[src/rtl/bitram_pkg.sv]
package bitram_pkg;

    typedef enum logic [1:0] {
        BOP_READ  = 2'd0,
        BOP_SET   = 2'd1,
        BOP_CLR   = 2'd2,
        BOP_WRITE = 2'd3
    } bop_e;

    typedef enum logic {
        PH_IDLE = 1'b0,
        PH_RMW  = 1'b1
    } phase_e;

endpackage

[src/rtl/bitram_bytemap.sv]
module bitram_bytemap #(
    parameter int ADDR_W     = 8,
    parameter int BANK_W     = 2,
    parameter int BANK_BYTES = 8
) (
    input  logic [ADDR_W-1:0] addr,
    input  logic              regrel,
    input  logic [BANK_W-1:0] bank,
    output logic [ADDR_W-1:0] eff_addr,
    output logic              is_sfr
);
    localparam int REG_W = $clog2(BANK_BYTES);

    logic [ADDR_W-1:0] bank_base;
    logic [ADDR_W-1:0] reg_off;

    always_comb begin
        bank_base = ADDR_W'(bank) << REG_W;
        reg_off   = ADDR_W'(addr[REG_W-1:0]);
        eff_addr  = regrel ? (bank_base | reg_off) : addr;
        is_sfr    = eff_addr[ADDR_W-1];
    end
endmodule

[src/rtl/bitram_bitmap.sv]
module bitram_bitmap #(
    parameter int ADDR_W       = 8,
    parameter int DATA_W       = 8,
    parameter int BITAREA_BASE = 32
) (
    input  logic [ADDR_W-1:0]         taddr,
    output logic                      is_sfr,
    output logic [ADDR_W-1:0]         byte_addr,
    output logic [$clog2(DATA_W)-1:0] bit_idx
);
    localparam int IDX_W = $clog2(DATA_W);
    localparam int GRP_W = ADDR_W - 1 - IDX_W;

    logic [GRP_W-1:0]  grp;
    logic [ADDR_W-1:0] ram_byte;
    logic [ADDR_W-1:0] sfr_byte;

    always_comb begin
        is_sfr    = taddr[ADDR_W-1];
        bit_idx   = taddr[IDX_W-1:0];
        grp       = taddr[ADDR_W-2:IDX_W];
        ram_byte  = ADDR_W'(BITAREA_BASE) + ADDR_W'(grp);
        sfr_byte  = {taddr[ADDR_W-1:IDX_W], {IDX_W{1'b0}}};
        byte_addr = is_sfr ? sfr_byte : ram_byte;
    end
endmodule

[src/rtl/bitram_bitalu.sv]
module bitram_bitalu
    import bitram_pkg::*;
#(
    parameter int DATA_W = 8
) (
    input  logic [DATA_W-1:0]         old_byte,
    input  logic [$clog2(DATA_W)-1:0] idx,
    input  bop_e                      op,
    input  logic                      wval,
    output logic [DATA_W-1:0]         new_byte,
    output logic                      old_bit
);
    localparam int IDX_W = $clog2(DATA_W);

    logic target_val;

    always_comb begin
        unique case (op)
            BOP_SET:   target_val = 1'b1;
            BOP_CLR:   target_val = 1'b0;
            BOP_WRITE: target_val = wval;
            default:   target_val = old_byte[idx];
        endcase
        old_bit = old_byte[idx];
    end

    for (genvar i = 0; i < DATA_W; i++) begin : g_lane
        assign new_byte[i] = (idx == IDX_W'(i)) ? target_val : old_byte[i];
    end
endmodule

[src/rtl/bitram_array.sv]
module bitram_array #(
    parameter int DATA_W = 8,
    parameter int AW     = 7
) (
    input  logic              clk,
    input  logic              we,
    input  logic [AW-1:0]     waddr,
    input  logic [DATA_W-1:0] wdata,
    input  logic [AW-1:0]     raddr,
    output logic [DATA_W-1:0] rdata
);
    localparam int DEPTH = 1 << AW;

    logic [DATA_W-1:0] mem [DEPTH];

    always_ff @(posedge clk) begin
        if (we) begin
            mem[waddr] <= wdata;
        end
    end

    assign rdata = mem[raddr];
endmodule

[src/rtl/bitram_core.sv]
module bitram_core
    import bitram_pkg::*;
#(
    parameter int ADDR_W       = 8,
    parameter int DATA_W       = 8,
    parameter int BANK_W       = 2,
    parameter int BANK_BYTES   = 8,
    parameter int BITAREA_BASE = 32
) (
    input  logic              clk,
    input  logic              rst_n,
    input  logic [BANK_W-1:0] bank_sel,
    input  logic              b_req,
    input  logic              b_we,
    input  logic              b_regrel,
    input  logic [ADDR_W-1:0] b_addr,
    input  logic [DATA_W-1:0] b_wdata,
    output logic              b_rvalid,
    output logic [DATA_W-1:0] b_rdata,
    input  logic              t_req,
    input  logic [1:0]        t_op,
    input  logic [ADDR_W-1:0] t_addr,
    input  logic              t_wval,
    output logic              busy,
    output logic              t_done,
    output logic              t_rbit,
    output logic              sfr_re,
    output logic              sfr_we,
    output logic [ADDR_W-1:0] sfr_addr,
    output logic [DATA_W-1:0] sfr_wdata,
    input  logic [DATA_W-1:0] sfr_rdata
);
    localparam int RAM_AW = ADDR_W - 1;
    localparam int IDX_W  = $clog2(DATA_W);

    typedef struct packed {
        phase_e            ph;
        logic              tsfr;
        logic [ADDR_W-1:0] tbyte;
        logic [IDX_W-1:0]  tidx;
        bop_e              op;
        logic              wval;
        logic              rvalid;
        logic [DATA_W-1:0] rdata;
        logic              done;
        logic              rbit;
    } ctl_t;

    localparam ctl_t CTL_RST = '{
        ph: PH_IDLE, tsfr: 1'b0, tbyte: '0, tidx: '0, op: BOP_READ,
        wval: 1'b0, rvalid: 1'b0, rdata: '0, done: 1'b0, rbit: 1'b0
    };

    ctl_t ctl_d, ctl_q;

    // byte-side decode
    logic [ADDR_W-1:0] b_eff;
    logic              b_is_sfr;

    bitram_bytemap #(
        .ADDR_W(ADDR_W), .BANK_W(BANK_W), .BANK_BYTES(BANK_BYTES)
    ) u_bytemap (
        .addr(b_addr), .regrel(b_regrel), .bank(bank_sel),
        .eff_addr(b_eff), .is_sfr(b_is_sfr)
    );

    // bit-side decode
    logic              t_is_sfr;
    logic [ADDR_W-1:0] t_byte;
    logic [IDX_W-1:0]  t_idx;

    bitram_bitmap #(
        .ADDR_W(ADDR_W), .DATA_W(DATA_W), .BITAREA_BASE(BITAREA_BASE)
    ) u_bitmap (
        .taddr(t_addr), .is_sfr(t_is_sfr), .byte_addr(t_byte), .bit_idx(t_idx)
    );

    // storage
    logic              ram_we;
    logic [RAM_AW-1:0] ram_waddr;
    logic [DATA_W-1:0] ram_wdata;
    logic [RAM_AW-1:0] ram_raddr;
    logic [DATA_W-1:0] ram_rdata;

    bitram_array #(.DATA_W(DATA_W), .AW(RAM_AW)) u_array (
        .clk(clk), .we(ram_we), .waddr(ram_waddr), .wdata(ram_wdata),
        .raddr(ram_raddr), .rdata(ram_rdata)
    );

    // modify stage
    logic [DATA_W-1:0] rmw_old;
    logic [DATA_W-1:0] rmw_new;
    logic              rmw_bit;

    bitram_bitalu #(.DATA_W(DATA_W)) u_bitalu (
        .old_byte(rmw_old), .idx(ctl_q.tidx), .op(ctl_q.op), .wval(ctl_q.wval),
        .new_byte(rmw_new), .old_bit(rmw_bit)
    );

    always_comb begin
        ctl_d        = ctl_q;
        ctl_d.rvalid = 1'b0;
        ctl_d.done   = 1'b0;

        ram_we    = 1'b0;
        ram_waddr = b_eff[RAM_AW-1:0];
        ram_wdata = b_wdata;
        ram_raddr = b_eff[RAM_AW-1:0];
        sfr_re    = 1'b0;
        sfr_we    = 1'b0;
        sfr_addr  = b_eff;
        sfr_wdata = b_wdata;
        rmw_old   = ram_rdata;

        if (ctl_q.ph == PH_IDLE) begin
            if (b_req) begin
                if (b_is_sfr) begin
                    if (b_we) begin
                        sfr_we = 1'b1;
                    end else begin
                        sfr_re       = 1'b1;
                        ctl_d.rvalid = 1'b1;
                        ctl_d.rdata  = sfr_rdata;
                    end
                end else begin
                    if (b_we) begin
                        ram_we = 1'b1;
                    end else begin
                        ctl_d.rvalid = 1'b1;
                        ctl_d.rdata  = ram_rdata;
                    end
                end
            end
            if (t_req) begin
                ctl_d.ph    = PH_RMW;
                ctl_d.tsfr  = t_is_sfr;
                ctl_d.tbyte = t_byte;
                ctl_d.tidx  = t_idx;
                ctl_d.op    = bop_e'(t_op);
                ctl_d.wval  = t_wval;
            end
        end else begin
            ram_raddr = ctl_q.tbyte[RAM_AW-1:0];
            ram_waddr = ctl_q.tbyte[RAM_AW-1:0];
            ram_wdata = rmw_new;
            sfr_addr  = ctl_q.tbyte;
            sfr_wdata = rmw_new;
            sfr_re    = ctl_q.tsfr;
            rmw_old   = ctl_q.tsfr ? sfr_rdata : ram_rdata;
            if (ctl_q.op != BOP_READ) begin
                ram_we = !ctl_q.tsfr;
                sfr_we = ctl_q.tsfr;
            end
            ctl_d.done = 1'b1;
            ctl_d.rbit = rmw_bit;
            ctl_d.ph   = PH_IDLE;
        end
    end

    always_ff @(posedge clk) begin
        if (!rst_n) begin
            ctl_q <= CTL_RST;
        end else begin
            ctl_q <= ctl_d;
        end
    end

    assign busy     = (ctl_q.ph == PH_RMW);
    assign b_rvalid = ctl_q.rvalid;
    assign b_rdata  = ctl_q.rdata;
    assign t_done   = ctl_q.done;
    assign t_rbit   = ctl_q.rbit;


    busy_pulse_chk: assert property (@(posedge clk) disable iff (!rst_n)
        busy |=> !busy);


    done_follows_busy_chk: assert property (@(posedge clk) disable iff (!rst_n)
        t_done |-> $past(busy));


    rvalid_source_chk: assert property (@(posedge clk) disable iff (!rst_n)
        b_rvalid |-> $past(b_req && !b_we && !busy));


    sfr_bit_target_chk: assert property (@(posedge clk) disable iff (!rst_n)
        (busy && sfr_we) |-> (sfr_addr[IDX_W-1:0] == '0));


    single_bit_change_chk: assert property (@(posedge clk) disable iff (!rst_n)
        (busy && ram_we) |-> ($countones(ram_wdata ^ ram_rdata) <= 1));


    sfr_strobe_excl_chk: assert property (@(posedge clk) disable iff (!rst_n)
        (!busy && sfr_we) |-> !sfr_re);
endmodule

[config.mk]
export PLATFORM = sky130hd
export DESIGN_NAME = bitram_core
export DESIGN_NICKNAME = d
export VERILOG_FILES = /design/src/rtl/bitram_pkg.sv /design/src/rtl/bitram_bytemap.sv /design/src/rtl/bitram_bitmap.sv /design/src/rtl/bitram_bitalu.sv /design/src/rtl/bitram_array.sv /design/src/rtl/bitram_core.sv
export SDC_FILE = /design/constraint.sdc
export NUM_CORES = 1
export LEC_CHECK = 0
export ABC_AREA = 1
export ABC_CLOCK_PERIOD_IN_PS = 20900
export BUFFER_PORTS_ARGS = -buffer_cell sky130_fd_sc_hd__buf_4
export CELL_PAD_IN_SITES_DETAIL_PLACEMENT = 1
export CELL_PAD_IN_SITES_GLOBAL_PLACEMENT = 2
export CORE_MARGIN = 3
export CORE_UTILIZATION = 35
export DETAILED_ROUTE_END_ITERATION = 12
export HOLD_SLACK_MARGIN = 0.08
export PLACE_DENSITY = 0.78
export RECOVER_POWER = 25
export SETUP_SLACK_MARGIN = 0.5
export SLEW_MARGIN = 20
export SYNTH_ARGS = -nofsm -noshare
export SYNTH_HDL_FRONTEND = slang
export SYNTH_SLANG_ARGS = --single-unit
[constraint.sdc]
create_clock -name clk -period 20.9 [get_ports clk]
set_input_delay 6.27 -clock clk [delete_from_list [all_inputs] [get_ports clk]]
set_output_delay 6.27 -clock clk [all_outputs]
set_load 0.02 [all_outputs]
==> flow_summary_export.csv <==
group,metric,value,unit
route,num_vias,30104,
placement,place_ws,3.67,ns
yosys,seq_area_frac_synth,68.8,%
route,wl_per_cell,21.9,um
cts,cts_setup_buffers,0,
setup_path,worstSetupPathType,"primary input to output pin",
die,die_y,366,um
cells_and_area,n_antenna_cell,0,
yosys,yosys_register_bits,1050,
sta,fmax,53.9,MHz
cts,clock_latency,0.71,ns
pwr,finalPower,4.85,mW
route,via_per_inst,4.95,
sta,hold_viol,0,
route,dr.pass1.iters,5,
cells_and_area,area_growth,12.3,%
pwr,p_leak,20.2,nW
yosys,synth_fp_nets,4290,
die,num_rows,131,
sta,tightest_slew,1.87,ns
placement,gp_congestion,0.803,
die,dieArea,134000,um^2
route,drc_errors,0,
sta,drv_slew,101,
cells_and_area,final_cell_mix,"nand2_1, edfxtp_1, inv_1",
cells_and_area,drive_gt1_share,7.49,%
route,wirelength,133000,um
placement,dp.cells,5880,
cts,clock-sinks,1050,
sta,grt_setup_unrepaired,"no",
global_routing,antenna_found_initial,1,
cts,numCtsBuffers,111,
cts,clockRootBuffer,"clkbuf_16",
sta,setup_violations,0,
die,start_util,35.4,%
sta,relSlewSlack,-25.1,%
cells_and_area,instances_no_fill,6084,
cts,clk_path_buf_depth,3,
placement,hpwl,77100,um
run_status,status,"complete, but fails checks",
setup_path,worstPathArrival,12.30,ns
yosys,avgSynthCellArea,10.7,um^2
cts,cts_tree,"yes",
sta,timing.final.ws_setup,2.33,ns
global_routing,grt_pass1_wl,200000,um
sta,fin_crit,18.57,ns
run_status,violations,"max-capacitance violations, max-slew violations",
setup_path,cp-end-kind,"output pin",
cells_and_area,fillers,14084,
sta,clock-skew-final,0.0263,ns
setup_path,startpoint_type,"primary input",
yosys,synth-warning-count,0,
die,boundaryPins,73,
yosys,netlist.area_leader.share,67.6,%
yosys,netlist_instances,4247,
flow_run,maxCapViolCount,6,
sta,final_min_period_over_clock_period,88.8,%
global_routing,grt_max_degree,189,
route,postRouteAntennaNets,0,
yosys,synth_area_leaders,"edfxtp_1, nand2_1, inv_1",
global_routing,grt-ovfl-total,0,
placement,port_buffers,72,
cts,cts_hold_buf,0,
global_routing,track_usage,19.6,%
yosys,synth_area,45500,um^2
setup_path,critPathMaxFanout,77,
die,core-area,128000,um^2
setup_path,critPathRequiredTime,14.63,ns
cells_and_area,final_common_cell,"nand2_1",
cts,cts_max_level,3,
yosys,yosys.area.top_type,"edfxtp_1",
cts,ctsResizeCount,0,
pwr,ir_drop,0.0711,mV
cts,clk_pin_slew_worst_paths,0.06,ns
yosys,ys_types,32,
cells_and_area,fin_util,39.8,%
global_routing,grt_pass1_vias,31231,
die,die_w,366,um
cells_and_area,fin_nets,4307,
pwr,cellPowerDensity,95.1,nW/um^2
min_path,min-delay-path-class,"register to register",
route,drtIter0Drc,2594,
sta,fin_tns_setup,0,ns
==> per-stage QoR <==
stage                     cell area (um^2)  hold slack, ns
after floorplan                      45500           0.445
after global placement               47500           0.460
after detailed placement             47500           0.469
after CTS                            51200           0.480
after global routing                 51000           0.497
final                                51000           0.477
==> path summary, 6_finish.rpt <==
path | from | end | slack (ns) | cells after the start
setup / recovery | b_addr[1] | sfr_wdata[7] | 2.33 | 23
hold / removal | ctl_q[21]$_SDFFE_PN0P_ | ctl_q[21]$_SDFFE_PN0P_ | 0.48 | 2
setup reg to reg | busy$_SDFF_PP0_ | u_array.mem[42][0]$_DFFE_PP_ | 12.97 | 23
hold reg to reg | ctl_q[21]$_SDFFE_PN0P_ | ctl_q[21]$_SDFFE_PN0P_ | 0.48 | 2
==> metal layers <==
metal  up-vias  share of wire (%)  track usage [%]
li1      13982                  -                -
met1     15218                 45             26.9
met2       731                 47             32.7
met3       173                5.2             2.81
met4         0                2.2             5.18
met5         -                  0                0
==> power by group <==
part / switching [mW] / internal, mW
sequential: 0.00330 / 2.36
combinational: 0.373 / 0.101
clock: 0.841 / 1.18
total: 1.22 / 3.64
==> state kept, by name, indices dropped and copies added, names as in the netlist <==
signal,flops
u_array.mem,1024
busy,1
b_rvalid,1
t_rbit,1
b_rdata,8
t_done,1
ctl_q,14
==> Yosys cell counts, drive strengths merged <==
cell and instances:
nand2 1132, edfxtp 1024, inv 814, nand3 363, nor2 246, buf 182
o211ai 158, nand4 111, or2 71, a21oi 41, o21ai 39, dfxtp 26
clkbuf 22, a211oi 11, a22oi 2, nand3b 2, o221a 1, o22ai 1
o31ai 1
==> critical path: stages <==
cell and delay, ns:
clkbuf_1 0.12, inv_1 0.05, nand2_1 0.06, nand2_1 0.27, nor2_1 1.48, clkbuf_1 1.12
o211ai_1 0.21, nand4_1 0.19, nand2_1 0.12, nand2_1 0.13, nor2_1 0.10, nor2_1 0.14
nor2_1 0.07, nand2_1 0.19, nand2_1 0.08, nand2_1 0.10, nand2_1 0.06, nand3_2 0.11
nand3_4 0.12, nand3_1 0.10, nand2_1 0.10, nand2_4 0.74, buf_4 0.29
==> logic make-up (layout without fill, tap and decap cells) <==
kind of cell / Yosys count / in the layout / synth area share [%]
buf+inv: 1018 / 1126 / 9.34
flops: 1050 / 1050 / 68.8
compound gates: 254 / 254 / 3.78
simple gates: 1925 / 1925 / 18.1
==> layout make-up <==
class / count / area [um^2] / area share, %
flip-flops and latches: 1050 / 31300 / 61.3
multi-input cells: 2179 / 10000 / 19.7
inverters: 814 / 3060 / 5.99
clock buffers: 128 / 2860 / 5.61
well taps: 1729 / 2160 / 4.24
repair buffers: 108 / 860 / 1.68
clock inverters: 76 / 802 / 1.57
(Power assumes the default switching activity.)
